==> src/rtl/rdclk_pkg.sv <==
package rdclk_pkg;
    typedef enum logic [1:0] {
        ST_IDLE = 2'd0,
        ST_LEAD = 2'd1,
        ST_LOW  = 2'd2
    } rc_state_e;
endpackage

==> src/rtl/rdclk_width_clamp.sv <==
module rdclk_width_clamp #(
    parameter int WW    = 6,
    parameter int MIN_W = 14,
    parameter int MAX_W = 60
) (
    input  logic [WW-1:0] raw_i,
    output logic [WW-1:0] clamped_o
);
    localparam logic [WW-1:0] LO_V = WW'(MIN_W);
    localparam logic [WW-1:0] HI_V = WW'(MAX_W);

    always_comb begin
        if (raw_i < LO_V)      clamped_o = LO_V;
        else if (raw_i > HI_V) clamped_o = HI_V;
        else                   clamped_o = raw_i;
    end
endmodule

==> src/rtl/rdclk_chan.sv <==
module rdclk_chan
    import rdclk_pkg::*;
#(
    parameter int WW         = 6,
    parameter int LEAD_TICKS = 12,
    parameter int MIN_W      = 14,
    parameter int MAX_W      = 60
) (
    input  logic          clk_i,
    input  logic          rst_ni,
    input  logic          tick_i,
    input  logic          bit_evt_i,
    input  logic [WW-1:0] width_i,
    output logic          rd_clk_no,
    output logic          data_le_o
);
    localparam int CNT_MAX = (LEAD_TICKS > MAX_W) ? LEAD_TICKS : MAX_W;
    localparam int CW      = $clog2(CNT_MAX + 1);

    typedef struct packed {
        rc_state_e     state;
        logic [CW-1:0] cnt;
        logic [WW-1:0] width;
        logic          clk_n;
        logic          le;
    } chan_reg_t;

    chan_reg_t r_d, r_q;
    logic [WW-1:0] width_clamped;
    logic [CW:0]   cnt_nxt;

    rdclk_width_clamp #(.WW(WW), .MIN_W(MIN_W), .MAX_W(MAX_W)) u_clamp (
        .raw_i     (width_i),
        .clamped_o (width_clamped)
    );

    assign cnt_nxt = {1'b0, r_q.cnt} + 1'b1;

    always_comb begin
        r_d    = r_q;
        r_d.le = 1'b0;
        if (bit_evt_i) begin
            r_d.state = ST_LEAD;
            r_d.cnt   = '0;
            r_d.width = width_clamped;
            r_d.clk_n = 1'b1;
            r_d.le    = 1'b1;
        end else begin
            case (r_q.state)
                ST_LEAD: if (tick_i) begin
                    if (cnt_nxt == (CW+1)'(LEAD_TICKS)) begin
                        r_d.state = ST_LOW;
                        r_d.cnt   = '0;
                        r_d.clk_n = 1'b0;
                    end else begin
                        r_d.cnt = cnt_nxt[CW-1:0];
                    end
                end
                ST_LOW: if (tick_i) begin
                    if (cnt_nxt == (CW+1)'(r_q.width)) begin
                        r_d.state = ST_IDLE;
                        r_d.cnt   = '0;
                        r_d.clk_n = 1'b1;
                    end else begin
                        r_d.cnt = cnt_nxt[CW-1:0];
                    end
                end
                default: begin
                    r_d.state = ST_IDLE;
                    r_d.clk_n = 1'b1;
                end
            endcase
        end
    end

    always_ff @(posedge clk_i or negedge rst_ni) begin
        if (!rst_ni) begin
            r_q.state <= ST_IDLE;
            r_q.cnt   <= '0;
            r_q.width <= WW'(MIN_W);
            r_q.clk_n <= 1'b1;
            r_q.le    <= 1'b0;
        end else begin
            r_q <= r_d;
        end
    end

    assign rd_clk_no = r_q.clk_n;
    assign data_le_o = r_q.le;


    early_release_chk: assert property (@(posedge clk_i) disable iff (!rst_ni)
        (bit_evt_i && !rd_clk_no) |=> rd_clk_no);


    latch_en_chk: assert property (@(posedge clk_i) disable iff (!rst_ni)
        bit_evt_i |=> data_le_o);


    latch_cause_chk: assert property (@(posedge clk_i) disable iff (!rst_ni)
        (data_le_o && $past(rst_ni)) |-> $past(bit_evt_i));


    fall_on_tick_chk: assert property (@(posedge clk_i) disable iff (!rst_ni)
        $fell(rd_clk_no) |-> ($past(tick_i) && !$past(bit_evt_i)));


    width_band_chk: assert property (@(posedge clk_i) disable iff (!rst_ni)
        (r_q.state == ST_LOW) |-> (r_q.width >= WW'(MIN_W) && r_q.width <= WW'(MAX_W)));
endmodule

==> src/rtl/rdclk_strobe_gen.sv <==
module rdclk_strobe_gen #(
    parameter int NUM_CH     = 2,
    parameter int WW         = 6,
    parameter int LEAD_TICKS = 12,
    parameter int MIN_W      = 14,
    parameter int MAX_W      = 60
) (
    input  logic                 clk_i,
    input  logic                 rst_ni,
    input  logic                 tick_i,
    input  logic [NUM_CH-1:0]    bit_evt_i,
    input  logic [NUM_CH*WW-1:0] width_i,
    output logic [NUM_CH-1:0]    rd_clk_no,
    output logic [NUM_CH-1:0]    data_le_o
);
    for (genvar c = 0; c < NUM_CH; c++) begin : g_ch
        rdclk_chan #(
            .WW(WW), .LEAD_TICKS(LEAD_TICKS), .MIN_W(MIN_W), .MAX_W(MAX_W)
        ) u_chan (
            .clk_i     (clk_i),
            .rst_ni    (rst_ni),
            .tick_i    (tick_i),
            .bit_evt_i (bit_evt_i[c]),
            .width_i   (width_i[c*WW +: WW]),
            .rd_clk_no (rd_clk_no[c]),
            .data_le_o (data_le_o[c])
        );
    end
endmodule

==> config.mk <==
export PLATFORM = sky130hd
export DESIGN_NAME = rdclk_strobe_gen
export DESIGN_NICKNAME = d
export VERILOG_FILES = /design/src/rtl/rdclk_pkg.sv /design/src/rtl/rdclk_width_clamp.sv /design/src/rtl/rdclk_chan.sv /design/src/rtl/rdclk_strobe_gen.sv
export SDC_FILE = /design/constraint.sdc
export NUM_CORES = 1
export LEC_CHECK = 0
export BUFFER_PORTS_ARGS = -buffer_cell sky130_fd_sc_hd__clkbuf_2
export CAP_MARGIN = 20
export CELL_PAD_IN_SITES_DETAIL_PLACEMENT = 2
export CELL_PAD_IN_SITES_GLOBAL_PLACEMENT = 2
export CORE_ASPECT_RATIO = 0.7
export CORE_MARGIN = 8
export CORE_UTILIZATION = 32
export DETAILED_ROUTE_END_ITERATION = 10
export GPL_TIMING_DRIVEN = 0
export PLACE_DENSITY = 0.7
export SYNTH_ARGS = -nofsm -noshare
export SYNTH_HDL_FRONTEND = slang
export SYNTH_SLANG_ARGS = --single-unit
==> constraint.sdc <==
create_clock -name clk_i -period 6.17 [get_ports clk_i]
set_input_delay 0.617 -clock clk_i [delete_from_list [all_inputs] [get_ports clk_i]]
set_output_delay 0.617 -clock clk_i [all_outputs]
set_load 0.02 [all_outputs]
==> metrics.cfg <==
[outcome]
status=finished, final reports clean

[worst_setup_path]
cp.arrival_ns=2.77
crit_type=reg -> reg
worstSetupEndpointType=flip-flop
r2r_slack_ns=3.55
critPathBufInv=0
slowest_stage=or4b_1
crit_chain=ha_1 -> nand3_1 -> or4b_1 -> a311oi_2 -> nand2b_1 -> o221ai_2 -> o22ai_1
reg2reg_depth=7
crit_path_max_fanout=5
crit_family=compound AO/OA/AOI/OAI gates
cp.required_ns=6.32
startpoint_type=flip-flop
cp_num_cells=7
cpPeakStageDelay_ns=0.53

[detailed_routing]
dr.pass1.iters=4
via_count=1674
drc=0
drt_iter0_drc=63
via_per_inst=5.248
drtAntennaViolNets=0
drt_wl_total_mm=5.241
wl_per_cell_um=16.43

[timing]
layout_setup_ws_ns=3.552
rsz0062_at_grt=no
skew_ns=0.004315
tns_ns=0
post-route-min-period_ns=2.618
setup_violations=0
worst_slew_pin_slew_ns=0.8732
relSlewSlack_pct=41.79
finalHoldViolCount=0
drv_slew=0
fmax_ghz=0.3820
min_period_over_period_pct=42.43

[logic_synthesis]
synth_compound_area_share_pct=16.76
ys_seq_area_share_pct=42.27
yosysWarnings=0
synth-seq-cells=32
synthFlopType=dfrtp_1
synth.area.mux_share_pct=3.979
synth_edf_count=0
synth_area_leaders=dfrtp_1 31%, dfstp_2 11%, o21ai_0 5.2%, nor2_1 3.9%, nand2_1 3.7%
synthXorXnorAreaFrac_pct=6.393
synthAdderAreaFrac_pct=1.826
avgSynthCellArea_um2=8.880
syn_area_um2=1918
synth-simple-area-share_pct=23.22
synth_top_family_by_area=simple AND/OR/NAND/NOR gates
synth_top_area_cell=dfrtp_1
synthDistinctLibCells=42
syn-instance-count=216
yosysTopAreaCellShare_pct=31.31
synth_common_cells=24 x dfrtp_1, 20 x nor2_1, 20 x o21ai_0, 19 x nand2_1, 12 x nand3_1
syn_nets=235
yosysMostFrequentCell=dfrtp_1
synthArstFlopShare_pct=100.0

[global_routing]
grt_util_all_layers_pct=12.59
grt_pass1_vias=1754
antenna_found_initial=0
grt_start_max_net_pins=33
grt_pass1_wl_mm=8.714
gr-total-overflow=0

[cts]
cts_buffer_depth=2
clk_latency_ns=0.28
cts_root_buffer=clkbuf_8
cts_tree=done
clock-sinks=32
htreeDepth=2
holdBufCountCts=0
numCtsBuffers=5
cts_resized=0
clk_pin_slew_ns=0.07
post_cts_buffers=0

[place]
dp_slack_ns=3.558
routabilityCongestion=0.7826
numPortBuffers=20
place_hpwl_mm=4.043

[power_and_ir_drop]
p_int_uw=339.2
p_seq_share_pct=50.0
switching_power_uw=129.7
switching_share_pct=27.67
vdd_ir_drop_max_mv=0.09614
comb_power_share_pct=13.4
powerDensity_nw_per_um2=212.7
p_clk_share_pct=36.6
p_leak_uw=0.0008995

[layout]
drive_gt1_share_pct=22.54
finalNetCount=262
diodes=0
areaGrowthSynthToFinish_pct=14.94
register_area_um2=810.8
multi_input_area_um2=1001
fillerInstances=673

[floorplanning]
start_util_pct=33.33
core-area_um2=5756
dieArea_um2=8767
std_cell_rows=23
die_width_um=108.5
chipHeight_um=80.78
ios=21

[min_path]
hold_class=in -> async

[job]
max_cap_violations=0

## power by group through the flow
| stage | clock network (µW) | registers [µW] | logic (µW) |
|---|---|---|---|
| finish | 172 | 234 | 62.9 |
| global route | 186 | 236 | 71.1 |
| CTS | 181 | 235 | 64.2 |
| detailed placement | 0 | 238 | 63.5 |
| global placement | 0 | 238 | 61.5 |
| floorplan | 0 | 235 | 41.2 |
## cells by family (layout without fill, tap and decap cells)
kind of cell	Yosys count	in the layout
compound gates	49	49
xor+xnor	14	14
fa+ha+maj	3	3
buf+inv	23	51
flops	32	32
mux	7	7
simple gates	88	88
## state kept, by name, summed over array words and instances (netlist names)
register               flops
g_ch.u_chan.data_le_o      2
g_ch.u_chan.r_q           28
g_ch.u_chan.rd_clk_no      2
## placed cells by master (no fill, tap or decap), types with 5 or more instances in the layout
| master | n |
|---|---|
| dfrtp_1 | 24 |
| clkbuf_2 | 21 |
| nor2_1 | 20 |
| o21ai_0 | 20 |
| nand2_1 | 19 |
| nand3_1 | 12 |
| inv_1 | 10 |
| a21oi_1 | 9 |
| xnor2_1 | 8 |
| dfstp_2 | 8 |
| nor3_1 | 7 |
| nand2b_1 | 6 |
| xor2_1 | 6 |
| nor2b_1 | 6 |
| nand4_1 | 6 |
| clkbuf_8 | 6 |
| mux2_2 | 5 |
| clkbuf_1 | 5 |
| o211ai_1 | 5 |
## final timing paths
path	end	startpoint
hold / removal	g_ch[0].u_chan.r_q[2]$_DFFE_PN0P_	rst_ni
setup / recovery	g_ch[0].u_chan.r_q[10]$_DFFE_PN0P_	g_ch[0].u_chan.r_q[8]$_DFFE_PN0P_
hold reg to reg	g_ch[0].u_chan.r_q[3]$_DFFE_PN1P_	g_ch[0].u_chan.r_q[3]$_DFFE_PN1P_
max in group asynchronous	g_ch[1].u_chan.r_q[11]$_DFFE_PN0P_	rst_ni
setup reg to reg	g_ch[0].u_chan.r_q[10]$_DFFE_PN0P_	g_ch[0].u_chan.r_q[8]$_DFFE_PN0P_
min in group clk_i	g_ch[0].u_chan.data_le_o$_DFF_PN0_	bit_evt_i[0]
## cell type report
class / instances / area share (%)
multi-input combinational: 161 / 45.40
sequential: 32 / 36.78
timing repair buffer: 20 / 4.540
tap: 75 / 4.257
clock buffer: 6 / 3.746
buffer: 13 / 3.121
inverter: 10 / 1.703
clock inverter: 2 / 0.4540
## per-layer routing
metal  global-route usage [%]  up-vias  wire length [µm]
met4                    2.857        0                38
met3                    2.451        4               201
li1                         -      813                 -
met2                    17.62       21              2141
met1                    19.20      836              2859
met5                        0        -                 0
## per-stage QoR
stage	hold slack [ns]	utilization [%]	instances	cell area, µm²	total power (µW)
floorplan	0.3214	-	216	1918	275.8
global placement	0.4810	36.70	311	2112	299.4
detailed placement	0.4950	36.70	311	2112	302.0
CTS	0.4428	38.30	319	2205	479.4
global route	0.4481	38.30	319	2205	493.4
finish	0.4465	38.30	319	2205	468.9
(Power assumes the default switching activity.)
